===== config.mk =====
export PLATFORM = sky130hd
export DESIGN_NAME = thermal_ovh_irq
export DESIGN_NICKNAME = d
export VERILOG_FILES = /design/src/rtl/thermal_ovh_irq.sv
export SDC_FILE = /design/constraint.sdc
export NUM_CORES = 1
export LEC_CHECK = 0
export CORE_AREA = 10 10 66 123
export CTS_BUF_LIST = sky130_fd_sc_hd__clkbuf_4
export DETAILED_ROUTE_END_ITERATION = 10
export DIE_AREA = 0 0 76 133
export PLACE_DENSITY = 0.88
export REMOVE_ABC_BUFFERS = 1
export SLEW_MARGIN = 20
export SYNTH_ARGS = -nofsm -noshare
export SYNTH_HDL_FRONTEND = slang
export SYNTH_SLANG_ARGS = --single-unit

===== constraint.sdc =====
create_clock -name clk -period 3.16 [get_ports clk]
set_input_delay 0.632 -clock clk [delete_from_list [all_inputs] [get_ports clk]]
set_output_delay 0.632 -clock clk [all_outputs]
set_load 0.01 [all_outputs]

===== src/rtl/thermal_ovh_irq.sv =====
module thermal_ovh_irq #(
  parameter int CODE_W     = 10,
  parameter int CHAN_W     = 2,
  parameter int ADDR_W     = 12,
  parameter int DATA_W     = 32,
  parameter logic [11:0] CTRL_ADDR  = 12'h100,
  parameter logic [11:0] SRV_ADDR   = 12'h104,
  parameter logic [11:0] CAUSE_ADDR = 12'h108,
  parameter logic [11:0] MASK_ADDR  = 12'h10C,
  parameter int OVH_BIT    = 22,
  parameter int SRV_BIT    = 1
) (
  input  logic              clk,
  input  logic              rst_n,
  input  logic              smp_valid,
  input  logic [CHAN_W-1:0] smp_chan,
  input  logic [CODE_W-1:0] smp_code,
  input  logic              reg_wr,
  input  logic              reg_rd,
  input  logic [ADDR_W-1:0] reg_addr,
  input  logic [DATA_W-1:0] reg_wdata,
  output logic [DATA_W-1:0] reg_rdata,
  output logic              irq
);
  localparam int THR_LSB = 0;
  localparam int HYS_LSB = 12;
  localparam int SEL_LSB = 16;
  localparam int EN_BIT  = 24;
  localparam logic [CODE_W:0] CODE_MAX = {1'b0, {CODE_W{1'b1}}};

  logic [CODE_W-1:0] thr, cur_code;
  logic [1:0]        hys;
  logic [CHAN_W-1:0] sel;
  logic              en, cause, mask, srv, cur_ok;

  logic [CODE_W:0]   win, sum, high_w, low_w;
  logic              sel_hit, hit, below_low, rd_cause;
  logic              wr_ctrl, wr_srv, wr_mask;
  logic [CHAN_W-1:0] new_sel;

  assign win     = (CODE_W+1)'(4) << hys;
  assign sum     = {1'b0, thr} + win;
  assign high_w  = (sum > CODE_MAX) ? CODE_MAX : sum;
  assign low_w   = ({1'b0, thr} >= win) ? ({1'b0, thr} - win) : '0;

  assign sel_hit   = smp_valid && (smp_chan == sel);
  assign hit       = sel_hit && ({1'b0, smp_code} >= high_w);
  assign below_low = cur_ok && ({1'b0, cur_code} < low_w);
  assign rd_cause  = reg_rd && (reg_addr == ADDR_W'(CAUSE_ADDR));
  assign wr_ctrl   = reg_wr && (reg_addr == ADDR_W'(CTRL_ADDR));
  assign wr_srv    = reg_wr && (reg_addr == ADDR_W'(SRV_ADDR));
  assign wr_mask   = reg_wr && (reg_addr == ADDR_W'(MASK_ADDR));
  assign new_sel   = reg_wdata[SEL_LSB +: CHAN_W];

  logic unused_wdata;
  assign unused_wdata = ^reg_wdata;

  always_ff @(posedge clk or negedge rst_n) begin
    if (!rst_n) begin
      thr <= '1;
      hys <= '0;
      sel <= '0;
      en  <= 1'b0;
    end else if (wr_ctrl) begin
      thr <= reg_wdata[THR_LSB +: CODE_W];
      hys <= reg_wdata[HYS_LSB +: 2];
      sel <= new_sel;
      en  <= reg_wdata[EN_BIT];
    end
  end

  always_ff @(posedge clk or negedge rst_n) begin
    if (!rst_n) begin
      srv  <= 1'b0;
      mask <= 1'b0;
    end else begin
      if (wr_srv)  srv  <= reg_wdata[SRV_BIT];
      if (wr_mask) mask <= reg_wdata[OVH_BIT];
    end
  end

  always_ff @(posedge clk or negedge rst_n) begin
    if (!rst_n) begin
      cur_code <= '0;
      cur_ok   <= 1'b0;
    end else if (wr_ctrl && (new_sel != sel)) begin
      cur_ok   <= 1'b0;
    end else if (sel_hit) begin
      cur_code <= smp_code;
      cur_ok   <= 1'b1;
    end
  end

  always_ff @(posedge clk or negedge rst_n) begin
    if (!rst_n)                    cause <= 1'b0;
    else if (hit)                  cause <= 1'b1;
    else if (rd_cause && below_low) cause <= 1'b0;
  end

  always_ff @(posedge clk or negedge rst_n) begin
    if (!rst_n) irq <= 1'b0;
    else        irq <= cause && mask && srv && en;
  end

  always_comb begin
    reg_rdata = '0;
    if (reg_rd) begin
      case (reg_addr)
        ADDR_W'(CTRL_ADDR): begin
          reg_rdata[THR_LSB +: CODE_W] = thr;
          reg_rdata[HYS_LSB +: 2]      = hys;
          reg_rdata[SEL_LSB +: CHAN_W] = sel;
          reg_rdata[EN_BIT]            = en;
        end
        ADDR_W'(SRV_ADDR):   reg_rdata[SRV_BIT] = srv;
        ADDR_W'(CAUSE_ADDR): reg_rdata[OVH_BIT] = cause;
        ADDR_W'(MASK_ADDR):  reg_rdata[OVH_BIT] = mask;
        default: reg_rdata = '0;
      endcase
    end
  end


  irq_gate_chk: assert property (@(posedge clk) disable iff (!rst_n)
    irq |-> $past(cause && mask && srv && en));


  cause_src_chk: assert property (@(posedge clk) disable iff (!rst_n)
    $rose(cause) |-> $past(smp_valid && (smp_chan == sel)));


  ignored_smp_chk: assert property (@(posedge clk) disable iff (!rst_n)
    (!cause && !(smp_valid && (smp_chan == sel))) |=> !cause);


  clear_by_read_chk: assert property (@(posedge clk) disable iff (!rst_n)
    $fell(cause) |-> $past(reg_rd && (reg_addr == ADDR_W'(CAUSE_ADDR))));


  hold_chk: assert property (@(posedge clk) disable iff (!rst_n)
    (cause && !rd_cause) |=> cause);
endmodule


### After elaboration in Yosys (flattened, before gate mapping)

Index checks and enable logic that the tools add are counted.

| storage, ports and cells | value |
|---|---|
| bits in registers | 30 |
| bits in latches | 0 |
| RAM bits | 0 |
| bits in read-only memories | 0 |
| input port bits | 61 |
| memories kept | 0 |

| cells by class | value |
|---|---|
| add/subtract/negate cells | 2 |
| multipliers | 0 |
| div/mod/pow operators | 0 |
| $lt $le $gt $ge | 4 |
| eq/ne operators | 6 |
| shifts and indexed selects | 1 |
| muxes and demuxes | 14 |
| bitwise gates (word level) | 1 |
| reductions and logical operators | 15 |

Operator list:

| kind | number |
|---|---|
| 12-bit by 9-bit equality test with 1-bit output, second input constant | 4 |
| 25-bit two-way mux | 1 |
| 10-bit by 11-bit >= comparator with 1-bit output | 2 |
| 11-bit two-way mux | 2 |
| 1-bit logical AND | 12 |
| 10-bit by 11-bit adder with 11-bit output | 1 |
| 11-bit by 10-bit greater-than comparator with 1-bit output, second input constant | 1 |
| 10-bit by 11-bit less-than comparator with 1-bit output | 1 |
| 3-bit by 2-bit << shifter with 11-bit output, first input constant | 1 |
| 10-bit by 11-bit subtractor with 11-bit output | 1 |
| 8-bit two-way mux | 1 |
| 1-bit two-way mux | 6 |
| 2-bit two-way mux | 2 |
| 1-bit one-hot mux with 2 select lines | 2 |
| 2-bit nonzero test | 2 |
| 2-bit equality test | 1 |
| 2-bit inequality test | 1 |
| 2-bit AND reduction | 1 |
| 1-bit inverter | 1 |

### Longest topological paths before layout

| logic depth | value |
|---|---|
| depth after elaboration | 8 |
| gate-level depth with buffers | 14 |

### Worst setup path after synthesis

Ideal clock, no wire load.

| timing path | value |
|---|---|
| path type | register -> register |
| start point | reg hys[1] |
| end point | reg cause |
| setup time | 0.130 ns |
| arrival time | 3.092 ns |
| slack | -0.063 ns |
| stages on the path, launching flop included | 14 |
| path buffers | 0 |
| clock period less this slack | 3.223 ns |
| path through | dfrtp_1 or2_2 ha_1 o211ai_1 a21boi_0 nor3_1 nand2b_1 mux2i_1 ha_1 a21o_1 a2111oi_0 o211ai_1 a22oi_1 o21ai_0 |

| between the ends | value |
|---|---|
| cells in the longest elaborated chain, start to end | 7 |
| elaborated cells between the ends (all ways) | 14 |
| those cells by class | add/sub: 2; order compare: 4; shift: 1; mux: 3; reduce/logical: 4 |

RTL lines:

| element | RTL line | text |
|---|---|---|
| start, declared | 32 | `logic [1:0] hys;` |
| start signal, assigned | 66 | `hys <= reg_wdata[HYS_LSB +: 2];` |
| 3-bit by 2-bit << shifter with 11-bit output (*) | 41 | `assign win = (CODE_W+1)'(4) << hys;` |
| 10-bit by 11-bit adder with 11-bit output, or another cell as far along | 42 | `assign sum = {1'b0, thr} + win;` |
| 11-bit by 10-bit greater-than comparator with 1-bit output or 11-bit two-way mux (tied branches) | 43, 44 |  |
| 11-bit two-way mux or 10-bit by 11-bit less-than comparator with 1-bit output (tied branches) | 43, 48 |  |
| 10-bit by 11-bit >= comparator with 1-bit output or 1-bit logical AND (tied branches) | 47, 48 |  |
| 1-bit logical AND (on tied branches) | 47, 97 |  |
| 1-bit two-way mux or 2-bit nonzero test (tied branches) | - |  |
| end signal, assigned | 95 | `if (!rst_n) cause <= 1'b0;` |
| end signal, assigned | 96 | `else if (hit) cause <= 1'b1;` |
| end signal, assigned | 97 | `else if (rd_cause && below_low) cause <= 1'b0;` |
| end, declared | 34 | `logic en, cause, mask, srv, cur_ok;` |

Mark *: on every way between the ends. The rest lies on a longest branch, timed or not.
A chain may end at the register's enable or synchronous reset.

### Final worst setup path

| timing path | value |
|---|---|
| start point | reg hys[0] |
| end point | reg cause |

Same word-level chain as after synthesis.

==> run_results.csv <==
group,metric,value,unit
critical_path,critPathMaxStageDelay,0.40,ns
layout,seqCellArea,763,sq um
critical_path,crit_path_max_fanout,4,
die,chipHeight,133,um
synth,multiplexer_share_of_the_synthesized_area,15.2,%
global_routing,first_pass_grt_wire_length,10.9,mm
critical_path,worst-path-buf-inv,1,
timing,drv_slew,0,
die,floorplan.die_area,10100,sq um
critical_path,setup.worst_path.class,"flip-flop to flip-flop",
routing,drc,0,
synth,synth_xor_xnor_area_share,2.80,%
synth,synth_top_family_by_area,"simple AND/OR/NAND/NOR gates",
synth,sequential_to_total_area_share_from_yosys_stat,30.5,%
global_routing,number_of_global_route_vias_before_repair,2301,
timing,min_period_over_period,99.8,%
status,outcome,"completed",
routing,route.detailed.wl_per_inst,16.7,um
power,finalPower,0.973,mW
critical_path,worstPathCellList,"or2_4, inv_1, ha_1, fa_2, nand2b_4, a21oi_2, o211a_1, or2_2, ha_1, nand2b_1, a31oi_1, o21ai_1, a221oi_2, o21ai_1",
layout,fill_cells,515,
clock_network,cts.sinks,30,
die,boundaryPins,94,
synth,synth_simple_gate_area_share,18.9,%
layout,area.growth.synth_to_final,38.3,%
synth,async_flop_share,100,%
die,die_x,76,um
routing,detailroute.via_count,2071,
clock_network,tritoncts,"done",
timing,worst_slew_pin_slew,0.714,ns
critical_path,sort_of_element_at_the_start_of_the_critical_path,"flip-flop",
global_routing,antenna_found_initial,0,
die,core,6210,sq um
routing,avg_vias_per_cell,5.03,
clock_network,clk_pin_slew_worst_paths,0.10,ns
clock_network,num_cts_buffers,5,
global_routing,grt_start_max_net_pins,31,
routing,drtAntennaViolNets,0,
critical_path,critical-path-slowest-cell,"sky130_fd_sc_hd__dfrtp_1",
synth,ys_seq_elements,30,
global_routing,grtUsageTotal,12.9,%
die,placementRows,41,
synth,synth_ff_type,"sky130_fd_sc_hd__dfrtp_1",
min_path,timing.hold.worst_path_depth,1,
layout,utilization,55.8,%
layout,share_of_post_route_cells_with_drive_strength_above_1,27.3,%
synth,synth_compound_gate_area_share,10.7,%
timing,slew_headroom,52.4,%
clock_network,ctsLongestPathBuffers,2,
synth,syn_area,2500,sq um
critical_path,critical_path.endpoint_type,"flip-flop",
placed_design,place_congestion,0.874,
layout,final_common_cell,"sky130_fd_sc_hd__clkdlybuf4s50_1",
placed_design,placement.io_buffers,61,
clock_network,worst_skew_pair_later_pin_latency,0.35,ns
timing,timing.fmax,317,MHz
critical_path,worstRegToRegCells,14,
layout,finish.net_count,414,
synth,number_of_instances_in_the_synthesized_netlist,244,
critical_path,cpLargestDelayFamily,"compound AO/OA/AOI/OAI gates",
min_path,class_of_the_worst_hold_path,"flip-flop to flip-flop",
timing,final_setup_skew,0.00705,ns
synth,synthesis.area_per_instance,10.3,sq um
global_routing,overflow,0,
routing,number_of_optimization_iterations_in_the_first_detailed_route_pass,4,
routing,routed_wirelength,6.89,mm
layout,multi_input_area,1730,sq um
critical_path,critical_path_required,3.39,ns
layout,most_frequent_cells_in_the_layout,"45 x sky130_fd_sc_hd__clkdlybuf4s50_1, 24 x sky130_fd_sc_hd__ha_1, 20 x sky130_fd_sc_hd__dfrtp_1, 17 x sky130_fd_sc_hd__mux2_2",
placed_design,hpwlAfterDp,5.33,mm
layout,ant_diodes,0,
critical_path,critical_path_cell_count,14,
job,cap_violations,0,
routing,drt-initial-drc-count,151,
die,initial_utilization,40.4,%
clock_network,htree_levels,2,
power,worst_ir_drop_vdd,0.163,mV
synth,number_of_flops_mapped_to_enable_cells_by_yosys,0,
power,power.static_leakage,1.69,nW
timing,unrepaired_setup_endpoints_after_global_routing,"true",
timing,post-route-min-period,3.15,ns
synth,yosys_warnings,0,
timing,hold_violations,0,
timing,setup_viol,0,
synth,post_synth_num_cell_types,53,
synth,synthAdderAreaFrac,14.3,%
power,power-per-cell-area,281,nW/um^2
clock_network,root_buffer,"sky130_fd_sc_hd__clkbuf_4",
critical_path,critical_path_arrival,3.38,ns
==> synthesized netlist by cell type (2+ instances only) <==
cell,number,area [sq um]
sky130_fd_sc_hd__a2111oi_0,3,26.3
sky130_fd_sc_hd__a21o_1,4,30.0
sky130_fd_sc_hd__a21oi_1,7,35.0
sky130_fd_sc_hd__a22oi_1,3,22.5
sky130_fd_sc_hd__and2_1,14,87.6
sky130_fd_sc_hd__and3_1,2,12.5
sky130_fd_sc_hd__buf_4,16,120
sky130_fd_sc_hd__clkbuf_1,2,7.51
sky130_fd_sc_hd__dfrtp_1,20,500
sky130_fd_sc_hd__dfstp_2,10,263
sky130_fd_sc_hd__ha_1,27,338
sky130_fd_sc_hd__inv_1,10,37.5
sky130_fd_sc_hd__mux2_2,17,191
sky130_fd_sc_hd__mux2_4,10,150
sky130_fd_sc_hd__mux2i_1,4,40.0
sky130_fd_sc_hd__nand2_1,9,33.8
sky130_fd_sc_hd__nand2b_1,9,56.3
sky130_fd_sc_hd__nand3_1,5,25.0
sky130_fd_sc_hd__nand3b_1,3,22.5
sky130_fd_sc_hd__nor2_1,14,52.6
sky130_fd_sc_hd__nor2b_1,3,18.8
sky130_fd_sc_hd__nor3_1,2,10.0
sky130_fd_sc_hd__o211ai_1,3,22.5
sky130_fd_sc_hd__o21a_1,2,15.0
sky130_fd_sc_hd__o21ai_0,8,40.0
sky130_fd_sc_hd__or2_2,3,18.8
sky130_fd_sc_hd__or3b_2,2,17.5
sky130_fd_sc_hd__xnor2_1,4,35.0
sky130_fd_sc_hd__xor2_1,4,35.0
==> stage by stage <==
stage          setup WS (ns)  instances  setup TNS [ns]  hold WS, ns  cell area, sq um
6_report             0.00713        412               0        0.531              3460
5_1_grt               -0.147        412          -0.147        0.561              3460
4_1_cts               -0.170        410          -0.170        0.535              3340
3_5_place_dp          -0.203        402           -2.54        0.506              3270
3_3_place_gp          -0.142        402           -1.82        0.500              3270
2_1_floorplan        -0.0626        238         -0.0626        0.336              2410
==> power by group <==
| group | total [mW] | internal [mW] | switching (mW) |
|---|---|---|---|
| clock network | 0.309 | 0.164 | 0.145 |
| logic | 0.233 | 0.136 | 0.0968 |
| registers | 0.431 | 0.410 | 0.0208 |
==> final timing paths <==
check                      slack, ns                    start                      end
setup / recovery               0.007       hys[0]$_DFFE_PN0P_        cause$_DFFE_PN0P_
hold / removal                  0.53  cur_code[0]$_DFFE_PN0P_  cur_code[0]$_DFFE_PN0P_
setup reg to reg               0.007       hys[0]$_DFFE_PN0P_        cause$_DFFE_PN0P_
hold reg to reg                 0.53  cur_code[0]$_DFFE_PN0P_  cur_code[0]$_DFFE_PN0P_
max in group asynchronous       2.16                    rst_n       thr[8]$_DFFE_PN1P_
min in group asynchronous       0.68                    rst_n       hys[0]$_DFFE_PN0P_
==> logic make-up (layout without fill, tap and decap cells) <==
group | after synthesis | in the layout
AND/OR/NAND/NOR | 76 | 76
AO/OA/AOI/OAI | 39 | 39
multiplexers | 31 | 31
buffers and inverters | 31 | 98
flip-flops | 30 | 30
adder cells (fa/ha/maj) | 28 | 28
XOR/XNOR | 8 | 8
other | 1 | 16
==> routing by layer <==
layer	wire [um]	track usage, %	part of all wire, %
met1	2760	13.9	40
met2	3680	23.1	53
met3	323	4.14	4.7
met4	123	4.03	1.8
met5	0	0	0
==> timing repair <==
| action | 4_1_cts | 5_1_grt |
|---|---|---|
| setup buffers | 0 | 2 |
| cloned | 0 | 0 |
| pin swaps | 2 | 13 |
| hold buffers | 0 | 0 |
| endpoints found under the setup margin | 17 | 1 |
| resized for setup | 20 | 21 |
==> flip-flops by register name (all words and copies together) (netlist names) <==
signal,count
srv,1
hys,2
sel,2
irq,1
en,1
cause,1
thr,10
mask,1
cur_ok,1
cur_code,10
==> cell type report <==
| class | count | share of cell area [%] |
|---|---|---|
| flip-flops and latches | 30 | 22.0 |
| well taps | 86 | 3.11 |
| clock inverters | 3 | 1.16 |
| inverters | 10 | 1.08 |
| clock buffers | 5 | 1.08 |
| multi-input cells | 198 | 49.8 |
| repair buffers | 80 | 21.7 |
Note: power is estimated with default switching activity, not from simulation.
